--- src/rtl/mei_pkg.sv ---
package mei_pkg;

   typedef enum logic [1:0] {
      LN_INV = 2'b00,
      LN_EXC = 2'b01,
      LN_MOD = 2'b10
   } line_st_t;

   typedef enum logic [1:0] {
      OP_LOAD    = 2'd0,
      OP_STORE   = 2'd1,
      OP_FILL_LD = 2'd2,
      OP_FILL_ST = 2'd3
   } cpu_op_t;

endpackage

--- src/rtl/mei_clr_seq.sv ---
module mei_clr_seq #(
   parameter int IDX_W = 4
) (
   input  logic             clk,
   input  logic             rst_n,
   output logic             busy,
   output logic [IDX_W-1:0] clr_idx
);
   localparam int SETS = 1 << IDX_W;
   localparam logic [IDX_W-1:0] LAST = IDX_W'(SETS - 1);

   logic [IDX_W-1:0] cnt_q;
   logic             busy_q;

   always_ff @(posedge clk) begin
      if (!rst_n) begin
         cnt_q  <= '0;
         busy_q <= 1'b1;
      end else if (busy_q) begin
         cnt_q <= cnt_q + 1'b1;
         if (cnt_q == LAST) busy_q <= 1'b0;
      end
   end

   assign busy    = busy_q;
   assign clr_idx = cnt_q;
endmodule

--- src/rtl/mei_arb.sv ---
module mei_arb #(
   parameter int ADDR_W = 16,
   parameter int OFF_W  = 4,
   parameter int IDX_W  = 4
) (
   input  logic                          busy,
   input  logic                          cpu_valid,
   input  logic [ADDR_W-1:0]             cpu_addr,
   input  logic                          snp_valid,
   input  logic [ADDR_W-1:0]             snp_addr,
   output logic                          gnt_snp,
   output logic                          gnt_cpu,
   output logic [IDX_W-1:0]              acc_idx,
   output logic [ADDR_W-IDX_W-OFF_W-1:0] acc_tag
);
   localparam int TAG_LO = OFF_W + IDX_W;

   logic [ADDR_W-1:0] sel_addr;

   always_comb begin
      gnt_snp  = snp_valid & ~busy;
      gnt_cpu  = cpu_valid & ~busy & ~snp_valid;
      sel_addr = snp_valid ? snp_addr : cpu_addr;
      acc_idx  = sel_addr[OFF_W +: IDX_W];
      acc_tag  = sel_addr[ADDR_W-1:TAG_LO];
   end
endmodule

--- src/rtl/mei_tag_store.sv ---
module mei_tag_store #(
   parameter int IDX_W = 4,
   parameter int TAG_W = 8
) (
   input  logic                 clk,
   input  logic                 we,
   input  logic [IDX_W-1:0]     idx,
   input  logic [TAG_W-1:0]     wr_tag,
   input  mei_pkg::line_st_t    wr_st,
   output logic [TAG_W-1:0]     rd_tag,
   output mei_pkg::line_st_t    rd_st
);
   localparam int SETS = 1 << IDX_W;

   logic [TAG_W-1:0]  tag_q [SETS];
   mei_pkg::line_st_t st_q  [SETS];

   for (genvar g = 0; g < SETS; g++) begin : g_line
      always_ff @(posedge clk) begin
         if (we && (idx == IDX_W'(g))) begin
            tag_q[g] <= wr_tag;
            st_q[g]  <= wr_st;
         end
      end
   end

   assign rd_tag = tag_q[idx];
   assign rd_st  = st_q[idx];
endmodule

--- src/rtl/mei_next_st.sv ---
module mei_next_st (
   input  logic              gnt_snp,
   input  logic              gnt_cpu,
   input  logic              snp_inv,
   input  mei_pkg::cpu_op_t  op,
   input  logic              match,
   input  mei_pkg::line_st_t cur,
   output logic              upd,
   output logic              new_tag,
   output mei_pkg::line_st_t nxt
);
   import mei_pkg::*;

   always_comb begin
      upd     = 1'b0;
      new_tag = 1'b0;
      nxt     = cur;
      if (gnt_snp) begin
         if (match) begin
            upd = 1'b1;
            if (snp_inv)            nxt = LN_INV;
            else if (cur == LN_MOD) nxt = LN_EXC;
            else                    nxt = LN_INV;
         end
      end else if (gnt_cpu) begin
         unique case (op)
            OP_LOAD: ;
            OP_STORE: begin
               if (match && cur == LN_EXC) begin
                  upd = 1'b1;
                  nxt = LN_MOD;
               end
            end
            OP_FILL_LD: begin
               upd = 1'b1; new_tag = 1'b1; nxt = LN_EXC;
            end
            OP_FILL_ST: begin
               upd = 1'b1; new_tag = 1'b1; nxt = LN_MOD;
            end
            default: ;
         endcase
      end
   end
endmodule

--- src/rtl/mei_tag_ctrl.sv ---
module mei_tag_ctrl #(
   parameter int ADDR_W = 16,
   parameter int OFF_W  = 4,
   parameter int IDX_W  = 4
) (
   input  logic              clk,
   input  logic              rst_n,
   input  logic              cpu_valid,
   input  logic [1:0]        cpu_op,
   input  logic [ADDR_W-1:0] cpu_addr,
   input  logic              snp_valid,
   input  logic              snp_inv,
   input  logic [ADDR_W-1:0] snp_addr,
   output logic              stall,
   output logic              cpu_done,
   output logic              cpu_hit,
   output logic              cpu_evict,
   output logic              snp_done,
   output logic              snp_hit,
   output logic              snp_wb
);
   import mei_pkg::*;

   localparam int TAG_W = ADDR_W - IDX_W - OFF_W;

   if (TAG_W < 1) begin : g_bad_tag
      $error("mei_tag_ctrl: ADDR_W leaves no tag bits");
   end
   if (IDX_W < 1 || IDX_W > 10) begin : g_bad_idx
      $error("mei_tag_ctrl: IDX_W out of range 1..10");
   end

   logic             busy;
   logic [IDX_W-1:0] clr_idx;
   logic             gnt_snp, gnt_cpu;
   logic [IDX_W-1:0] acc_idx;
   logic [TAG_W-1:0] acc_tag;
   logic [TAG_W-1:0] rd_tag;
   line_st_t         rd_st;
   logic             match;
   logic             upd, new_tag;
   line_st_t         nxt;
   logic             st_we;
   logic [IDX_W-1:0] st_idx;
   logic [TAG_W-1:0] st_tag;
   line_st_t         st_val;
   cpu_op_t          op;

   assign op = cpu_op_t'(cpu_op);

   mei_clr_seq #(.IDX_W(IDX_W)) u_clr (
      .clk     (clk),
      .rst_n   (rst_n),
      .busy    (busy),
      .clr_idx (clr_idx)
   );

   mei_arb #(.ADDR_W(ADDR_W), .OFF_W(OFF_W), .IDX_W(IDX_W)) u_arb (
      .busy      (busy),
      .cpu_valid (cpu_valid),
      .cpu_addr  (cpu_addr),
      .snp_valid (snp_valid),
      .snp_addr  (snp_addr),
      .gnt_snp   (gnt_snp),
      .gnt_cpu   (gnt_cpu),
      .acc_idx   (acc_idx),
      .acc_tag   (acc_tag)
   );

   mei_tag_store #(.IDX_W(IDX_W), .TAG_W(TAG_W)) u_store (
      .clk    (clk),
      .we     (st_we),
      .idx    (st_idx),
      .wr_tag (st_tag),
      .wr_st  (st_val),
      .rd_tag (rd_tag),
      .rd_st  (rd_st)
   );

   assign match = (rd_tag == acc_tag) && (rd_st != LN_INV);

   mei_next_st u_nxt (
      .gnt_snp (gnt_snp),
      .gnt_cpu (gnt_cpu),
      .snp_inv (snp_inv),
      .op      (op),
      .match   (match),
      .cur     (rd_st),
      .upd     (upd),
      .new_tag (new_tag),
      .nxt     (nxt)
   );

   always_comb begin
      if (busy) begin
         st_we  = 1'b1;
         st_idx = clr_idx;
         st_tag = '0;
         st_val = LN_INV;
      end else begin
         st_we  = upd;
         st_idx = acc_idx;
         st_tag = new_tag ? acc_tag : rd_tag;
         st_val = nxt;
      end
   end

   always_comb begin
      stall     = busy | (cpu_valid & snp_valid);
      cpu_done  = gnt_cpu;
      cpu_hit   = gnt_cpu & match & ~cpu_op[1];
      cpu_evict = gnt_cpu & cpu_op[1] & (rd_st == LN_MOD);
      snp_done  = snp_valid;
      snp_hit   = gnt_snp & match;
      snp_wb    = gnt_snp & match & (rd_st == LN_MOD);
   end
endmodule

--- config.mk ---
export PLATFORM = sky130hd
export DESIGN_NAME = mei_tag_ctrl
export DESIGN_NICKNAME = d
export VERILOG_FILES = /design/src/rtl/mei_pkg.sv /design/src/rtl/mei_clr_seq.sv /design/src/rtl/mei_arb.sv /design/src/rtl/mei_tag_store.sv /design/src/rtl/mei_next_st.sv /design/src/rtl/mei_tag_ctrl.sv
export SDC_FILE = /design/constraint.sdc
export NUM_CORES = 1
export LEC_CHECK = 0
export CORE_ASPECT_RATIO = 2
export CORE_MARGIN = 2
export CORE_UTILIZATION = 30
export DETAILED_ROUTE_END_ITERATION = 7
export PLACE_DENSITY = 0.5
export SYNTH_ARGS = -nofsm -noshare
export SYNTH_HDL_FRONTEND = slang
export SYNTH_SLANG_ARGS = --single-unit
--- constraint.sdc ---
create_clock -name clk -period 6.7 [get_ports clk]
set_clock_uncertainty 0.1 [all_clocks]
set_input_delay 1.005 -clock clk [delete_from_list [all_inputs] [get_ports clk]]
set_output_delay 1.005 -clock clk [all_outputs]
set_load 0.01 [all_outputs]
==> impl_metrics.yaml, run 1 <==
run_status:
  status: "finished, final reports clean"
clocking:
  insertion_delay_ns: 0.43
  cts_sinks: 165
  tritoncts: "built"
  clockBufferDepth: 2
  cts_setup_buffers: 0
  clk_pin_slew_ns: 0.06
  numCtsBuffers: 17
  cts_resized: 0
  ctsHoldBuffers: 0
  cts_max_level: 4
  cts-root-buf: "clkbuf_16"
min_path:
  hp-class: "flop to flop"
  hold_depth: 2
sta:
  setup_total_negative_slack_ns: 0
  worst_pin_slew_ns: 1.14
  fmax_mhz: 156
  rsz0062_at_grt: "no"
  finalWorstSetupSlack_ns: 0.271
  period_share: 0.960
  holdWs_ns: 0.498
  finalHoldViolCount: 0
  drv_slew: 0
  worst_slew_margin_rel: 0.241
  setup_violations: 0
  post-route-min-period_ns: 6.43
drt:
  drt-initial-drc-count: 361
  route.detailed.drc: 0
  drt_first_pass_iters: 7
  via_count: 4780
  avgRoutedWirePerCell_um: 22.2
  drt-total-wl_um: 21000
  via_per_inst: 5.05
  antenna_left: 0
synth:
  yosysSeqAreaShare: 0.626
  ys_ff_latch: 165
  ys_warn_count: 0
  syn_inst: 525
  synthFlopType: "edfxtp_1"
  synth_edf_count: 160
  netlist_area_mm2: 0.00783
  synthDistinctLibCells: 59
  syn_avg_cell_area_um2: 14.9
  syn_nets: 565
  async_flop_share: 0
placed_design:
  hpwlAfterDp_um: 15300
  dp_slack_ns: 0.239
  gp_congestion: 0.876
  portBuffers: 37
pwr:
  p_per_area_mw_per_mm2: 260
  p_leak_nw: 3.24
  power_w: 0.00246
  ir_drop_uv: 168
global_route:
  grt-ovfl-total: 0
  antenna_found_initial: 0
  grt_use_total: 0.159
  grt_pass1_wl_um: 31800
  grt_pass1_vias: 4947
  grt_max_degree: 32
critical_path:
  path_class: "input port to output port"
  cp-end-kind: "output port"
  start_kind: "input port"
  cp_max_fo: 24
  arrival_ns: 5.32
  critPathRequiredTime_ns: 5.59
  rr_worst_depth: 13
layout:
  drive_gt1_frac: 0.208
  final_core_util: 0.369
  multi_input_area_mm2: 0.00275
  area_growth_syn_to_layout_pct: 20.9
  final_cell_mix: "edfxtp_1 (160), mux2i_1 (64), buf_4 (44)"
  regArea_mm2: 0.00490
  insertedDiodeCount: 0
  final_net_count: 634
  nFillCells: 2459
  final_common_cell: "edfxtp_1"
floorplan:
  rows: 83
  fp.dieW_um: 118
  fp.dieH_um: 232
  core_area_mm2: 0.0257
  initial_core_util: 0.305
  die_area_mm2: 0.0275
  io_pins: 46
run:
  drv_cap: 0
[through the flow]
step | std cells | instance area [um^2]
floorplan | 525 | 7830
global placement | 915 | 8830
detailed placement | 915 | 8830
CTS | 947 | 9470
global route | 947 | 9470
finish | 947 | 9470
[state kept, by name, summed over array words and instances (netlist names)]
name,cells
u_clr.busy,1
u_clr.clr_idx,4
u_store.st_q,32
u_store.tag_q,128
[cells by family after synthesis]
kind of cell	count (synthesis)	synth area share
adders and majority gates	1	0.00160
xor gates and xnor gates	21	0.0235
AOI/OAI and AO/OA	78	0.0754
buffers and inverters	34	0.0238
DFF	165	0.626
and+or+nand+nor	119	0.0741
muxes	107	0.175
[layout make-up]
cell class	instances	area share
Clock buffer	17	0.0449
Clock inverter	15	0.0227
Inverter	1	0.000396
Multi-Input combinational cell	326	0.291
Sequential cell	165	0.518
Tap cell	340	0.0449
Timing Repair Buffer	83	0.0782
[worst max-delay path, cell delays in order]
cell,delay (ns)
clkdlybuf4s50_1,0.60
mux2i_1,0.11
buf_4,0.17
a21boi_4,0.39
buf_4,0.42
mux2_1,0.39
o22ai_1,0.17
a221oi_2,0.09
xnor2_1,0.16
o41ai_2,0.50
nand3_1,0.19
nor3b_1,0.48
clkdlybuf4s50_1,0.64
[report_power, final]
group / leakage [nW] / switching (W) / internal [W]
sequential: 1.54 / 0.00000799 / 0.00114
clock: 0.316 / 0.000423 / 0.000635
combinational: 1.38 / 0.000143 / 0.000114
[metal layers]
metal  track usage  share of wire  up-vias
li1              -              -     2197
met1         0.164           0.37     2430
met2         0.307           0.57      124
met3        0.0341          0.037       29
met4        0.0614          0.024        0
met5             0              0        -
[worst paths after layout]
path                         endpoint  slack (ns)              from
setup / recovery              cpu_hit        0.27         snp_valid
hold / removal       u_clr.clr_idx[1]        0.50  u_clr.clr_idx[1]
setup reg to reg  u_store.tag_q[0][2]        1.82        u_clr.busy
hold reg to reg      u_clr.clr_idx[1]        0.50  u_clr.clr_idx[1]
[synth_stat cells, drive strengths merged, types with 5 or more instances]
master    n  area [um^2]
nor2b     7         43.8
and3      5         31.3
o22ai     5         31.3
clkbuf   10         37.5
dfxtp     5          100
nand2b    5         31.3
nor2     36          135
edfxtp  160         4800
o21ai     8         58.8
a21oi    18         97.6
xor2      7         61.3
a211oi   10         75.1
xnor2    14          123
o211ai    5         37.5
mux4     21          473
nand3    13         65.1
buf      23          145
mux2i    65          654
nand2    37          139
mux2     21          244
Power figures use the tool's default switching activity.
==> inputs of run 2 (changes only) <==
Settings changed: PLACE_DENSITY 0.5 to 0.51.
Clock period 6.7 ns to 5.4 ns, I/O delays scaled along.
==> run 2 against run 1 <==
Against the previous run: sequential cell count did not move; register-to-register slack got worse by 0.88 ns; combinational power rose by 50%; sequential power rose by 23%; wire length rose by 2.9%; non-clock buffer count rose by 71; worst hold slack improved by 0.0030 ns; utilization rose by 2.2 points; sequential share of layout area fell by 2.9 points.
==> impl_metrics.yaml, run 2 (synthesized netlist as in run 1, its figures left out) <==
global_route:
  antenna_found_initial: 0
  grt_pass1_vias: 5389
  grt_use_total: 0.162
  grt-ovfl-total: 0
  grt_pass1_wl_um: 32200
  grt_max_degree: 20
layout:
  largest-register: "u_store.tag_q"
  final_net_count: 705
  final_common_cell: "edfxtp_1"
  drive_gt1_frac: 0.306
  final_core_util: 0.391
  final_cell_mix: "edfxtp_1 (160), buf_4 (108), mux2i_1 (62)"
  largest_reg_flops: 128
  area_growth_syn_to_layout_pct: 28.1
  final_cell_count_no_fill: 1017
  insertedDiodeCount: 0
  nFillCells: 2427
floorplan:
  initial_core_util: 0.305
  fp.dieW_um: 118
  fp.dieH_um: 232
  die_area_mm2: 0.0275
  io_pins: 46
  rows: 83
  core_area_mm2: 0.0257
sta:
  worst_pin_slew_ns: 0.963
  rsz0062_at_grt: "no"
  period_share: 0.950
  drv_slew: 0
  finalHoldViolCount: 0
  holdWs_ns: 0.501
  fmax_mhz: 195
  setup_violations: 0
  finalWorstSetupSlack_ns: 0.271
  worst_slew_margin_rel: 0.356
  post-route-min-period_ns: 5.13
pwr:
  ir_drop_uv: 220
  p_leak_nw: 3.59
  p_per_area_mw_per_mm2: 291
clocking:
  tritoncts: "built"
  cts-root-buf: "clkbuf_16"
  clk_pin_slew_ns: 0.07
  clockBufferDepth: 2
  insertion_delay_ns: 0.43
  numCtsBuffers: 17
  cts_sinks: 165
  cts_max_level: 4
critical_path:
  r2r_slack_ns: 0.94
  path_class: "input port to output port"
  rr_worst_depth: 15
  crit_slowest_cell: "or4_4"
  cp-end-kind: "output port"
  r2r_start: "u_clr.busy"
  critPathRequiredTime_ns: 4.49
  cp_num_buf_inv: 4
  cp-endpoint: "cpu_hit"
  slowest_delay_ns: 0.58
  reg2reg_to: "u_store.st_q[10][1]"
  crit_family: "simple AND/OR/NAND/NOR gates"
  path_depth: 13
  cp_cell_sequence: "clkdlybuf4s50_1 -> mux2_4 -> o21ai_4 -> buf_12 -> mux4_2 -> xnor2_2 -> o32ai_1 -> or4_4 -> nor3_4 -> nand3_2 -> nor3b_4 -> buf_4 -> clkdlybuf4s15_2"
  cp_max_fo: 6
  arrival_ns: 4.22
  start_kind: "input port"
  worstSetupStartpoint: "cpu_addr[4]"
drt:
  via_per_inst: 4.98
  antenna_left: 0
  drt-initial-drc-count: 345
  via_count: 5062
  drt-total-wl_um: 21600
  avgRoutedWirePerCell_um: 21.2
  drt_first_pass_iters: 4
  route.detailed.drc: 0
run:
  drv_cap: 0
placed_design:
  hpwlAfterDp_um: 16400
  dp.cells: 977
  gp_congestion: 0.860
  portBuffers: 37
  dp_slack_ns: -0.483
min_path:
  hp-class: "flop to flop"
run_status:
  status: "finished, final reports clean"
## run 2: cell count changes in the layout (fill, tap and decap cells not counted), sizes merged
cell and delta:
buf +71, inv -7, clkinv +5, clkdlybuf4s50 -4, bufinv -3, clkdlybuf4s15 +3, clkbuf +2, clkinvlp +2
dlymetal6s2s +1
## run 2: final cells by class
cell class | count | area, um^2 | share of cell area
Clock inverter | 12 | 110 | 0.0110
Multi-Input combinational cell | 326 | 2820 | 0.281
Tap cell | 340 | 425 | 0.0424
Clock buffer | 19 | 433 | 0.0431
Timing Repair Buffer | 154 | 1330 | 0.133
Sequential cell | 165 | 4900 | 0.489
Inverter | 1 | 3.75 | 0.000374
## run 2: metal layers
layer / GRT usage / part of all wire / vias up
met5: 0 / 0 / -
met4: 0.0904 / 0.043 / 0
met3: 0.0277 / 0.032 / 41
met2: 0.319 / 0.57 / 108
met1: 0.155 / 0.36 / 2571
li1: - / - / 2342
## run 2: worst min path at each step
stage | startpoint | end | slack, ns | depth (start not counted)
floorplan | u_clr.clr_idx[1] | u_clr.clr_idx[1] | 0.42 | 2
global placement | u_clr.clr_idx[1] | u_clr.clr_idx[1] | 0.45 | 2
detailed placement | u_clr.clr_idx[1] | u_clr.clr_idx[1] | 0.49 | 2
CTS | u_clr.clr_idx[1] | u_clr.clr_idx[1] | 0.50 | 2
global route | u_clr.clr_idx[1] | u_clr.clr_idx[1] | 0.54 | 2
finish | u_clr.clr_idx[1] | u_clr.clr_idx[1] | 0.50 | 2
## run 2: power by group
| part | internal (W) | switching, W | leakage (nW) | total (W) |
|---|---|---|---|---|
| clock | 0.000630 | 0.000483 | 0.258 | 0.00111 |
| combinational | 0.000189 | 0.000195 | 1.78 | 0.000385 |
| sequential | 0.00141 | 0.0000100 | 1.54 | 0.00142 |
| total | 0.00223 | 0.000689 | 3.59 | 0.00292 |
## run 2: worst register-to-register path, delay by kind of cell, from the launching register on
family	cells	cell delay, ns
AO/OA/AOI/OAI	4	1.13
XOR/XNOR	1	0.17
buffers and inverters	6	0.97
flip-flops	1	0.58
multiplexers	1	0.32
AND/OR/NAND/NOR	3	0.92
## run 2: metrics by stage
stage | cell area (um^2) | power [W] | TNS, ns
5_1_grt | 10000 | 0.00303 | 0
6_report | 10000 | 0.00292 | 0
3_3_place_gp | 9320 | 0.00182 | -1.22
2_1_floorplan | 7830 | 0.00166 | 0
4_1_cts | 9960 | 0.00294 | -0.0270
3_5_place_dp | 9320 | 0.00182 | -1.17
## run 2: repair_timing
item,CTS,global route
pin swaps,8,7
endpoints found under the setup margin,3,3
gates resized for setup,19,8
hold buffers,0,0
buffers inserted,5,4
endpoints found under the hold margin,0,0
==> inputs of run 3 (changes only) <==
Settings changed: CORE_UTILIZATION 30 to 36, PLACE_DENSITY 0.51 to 0.59.
Clock period 5.4 ns to 4.5 ns, I/O delays scaled along.
==> run 3 against run 2 <==
Against the previous run: sequential power up 20%; non-clock buffer count up 19; global-route usage up 3.8 points; utilization up 8.7 points; die area down 16%; via count up 3.0%; wire length up 0.89%; count of clock-buffer cells in the layout down 2; sequential share of layout area down 1.1 points; clock power up 29%; design area up 2.3%.
==> impl_metrics.yaml, run 3 (synthesized netlist as in run 1, its figures left out) <==
clocking:
  cts_sinks: 165
  insertion_delay_ns: 0.44
  ctsHoldBuffers: 0
  cts_max_level: 4
  tritoncts: "built"
  numCtsBuffers: 17
  cts-root-buf: "clkbuf_16"
  clk_pin_slew_ns: 0.07
  clockBufferDepth: 2
drt:
  via_per_inst: 5.37
  route.detailed.drc: 0
  drt-initial-drc-count: 404
  drt-total-wl_um: 21800
  via_count: 5212
  avgRoutedWirePerCell_um: 22.5
  antenna_left: 0
  drt_first_pass_iters: 5
layout:
  final_cell_count_no_fill: 971
  drive_gt1_frac: 0.342
  area_growth_syn_to_layout_pct: 31.1
  regArea_mm2: 0.00491
  final_net_count: 725
  nFillCells: 1865
  multi_input_area_mm2: 0.00285
  final_common_cell: "edfxtp_1"
  insertedDiodeCount: 0
  largest_reg_flops: 128
  largest-register: "u_store.tag_q"
  final_core_util: 0.478
  fin_area_mm2: 0.0103
  final_cell_mix: "edfxtp_1 (160), buf_4 (115), mux2i_1 (61)"
global_route:
  grt_max_degree: 18
  grt-ovfl-total: 0
  grt_pass1_wl_um: 32500
  antenna_found_initial: 0
  grt_use_total: 0.199
  grt_pass1_vias: 5576
sta:
  setup_total_negative_slack_ns: 0
  drv_slew: 0
  period_share: 0.985
  holdWs_ns: 0.483
  finalHoldViolCount: 0
  setup_violations: 0
  post-route-min-period_ns: 4.43
  fmax_mhz: 226
  worst_slew_margin_rel: 0.189
  worst_pin_slew_ns: 1.22
pwr:
  ir_drop_uv: 269
  switching_share: 0.248
  p_int_w: 0.00274
  switching_power_w: 0.000902
  seqPwrFrac: 0.469
  clockPowerShare: 0.394
  p_per_area_mw_per_mm2: 355
  p_leak_nw: 3.76
  p_comb_frac: 0.138
placed_design:
  gp_congestion: 0.924
  hpwlAfterDp_um: 15700
  dp.cells: 923
  portBuffers: 37
  place_area_mm2: 0.00938
floorplan:
  initial_core_util: 0.364
  rows: 76
  fp.dieW_um: 108
  die_area_mm2: 0.0230
  core_area_mm2: 0.0215
  io_pins: 46
  fp.dieH_um: 213
run:
  drv_cap: 0
critical_path:
  cp_max_fo: 7
  cp-end-kind: "output port"
  arrival_ns: 3.66
  path_class: "input port to output port"
  r2r_slack_ns: 0.49
  critPathRequiredTime_ns: 3.72
  start_kind: "input port"
min_path:
  hp-class: "flop to flop"
run_status:
  status: "finished, final reports clean"
run 3: cell count changes in the layout (fill, tap and decap cells not counted), sizes merged:
cell           change
clkdlybuf4s15      -2
clkinv             -5
dlymetal6s2s       +1
dlygate4sd2        +3
clkdlybuf4s50      -7
buf               +23
mux2               +1
clkbuf             -1
inv                +8
run 3: worst max-delay path, stage by stage:
cell      delay [ns]
buf_6           0.09
buf_8           0.13
buf_12          0.13
mux2i_4         0.19
a21oi_4         0.21
buf_12          0.17
buf_4           0.11
mux4_2          0.50
mux2i_2         0.19
o211ai_1        0.24
buf_4           0.20
o211ai_1        0.28
nor3_4          0.08
nand4_2         0.12
nor3_2          0.06
buf_4           0.15
buf_6           0.12
run 3: metrics by stage:
step           total power (W)  setup slack [ns]
3_3_place_gp           0.00219            -0.799
6_report               0.00364            0.0673
3_5_place_dp           0.00220            -0.770
5_1_grt                0.00375          -0.00502
2_1_floorplan          0.00199             0.253
4_1_cts                0.00366           -0.0290
run 3: layer usage:
layer  routed length (um)  GRT usage  part of all wire  vias up
met2                12100      0.369              0.56      169
met5                    0          0                 0        -
met3                 1080     0.0399             0.049       51
li1                     -          -                 -     2387
met1                 7600      0.203              0.35     2605
met4                 1010      0.114             0.046        0
run 3: final timing paths:
path,startpoint,to,depth (start not counted)
min reg2reg,u_clr.clr_idx[1],u_clr.clr_idx[1],2
min,u_clr.clr_idx[1],u_clr.clr_idx[1],2
max,snp_valid,snp_wb,17
max reg2reg,u_clr.busy,u_store.st_q[10][0],17
run 3: area by class of cell:
type,count,area share
flip-flops and latches,165,0.478
multi-input cells,327,0.278
repair buffers,173,0.154
clock inverters,15,0.0158
clock buffers,17,0.0414
well taps,273,0.0333
inverters,1,0.000366
run 3: timing repair:
action / 4_1_cts / 5_1_grt
pin swaps: 17 / 13
cloned: 2 / 0
buffers inserted: 13 / 2
hold endpoints to repair: 0 / 0
gates resized for setup: 44 / 13
endpoints found under the setup margin: 4 / 4
run 3: power by group through the flow:
stage / logic (W) / registers, W / clock network [W]
5_1_grt: 0.000535 / 0.00171 / 0.00151
2_1_floorplan: 0.000253 / 0.00174 / 0
6_report: 0.000502 / 0.00171 / 0.00143
4_1_cts: 0.000495 / 0.00171 / 0.00145
3_3_place_gp: 0.000455 / 0.00174 / 0
3_5_place_dp: 0.000459 / 0.00174 / 0
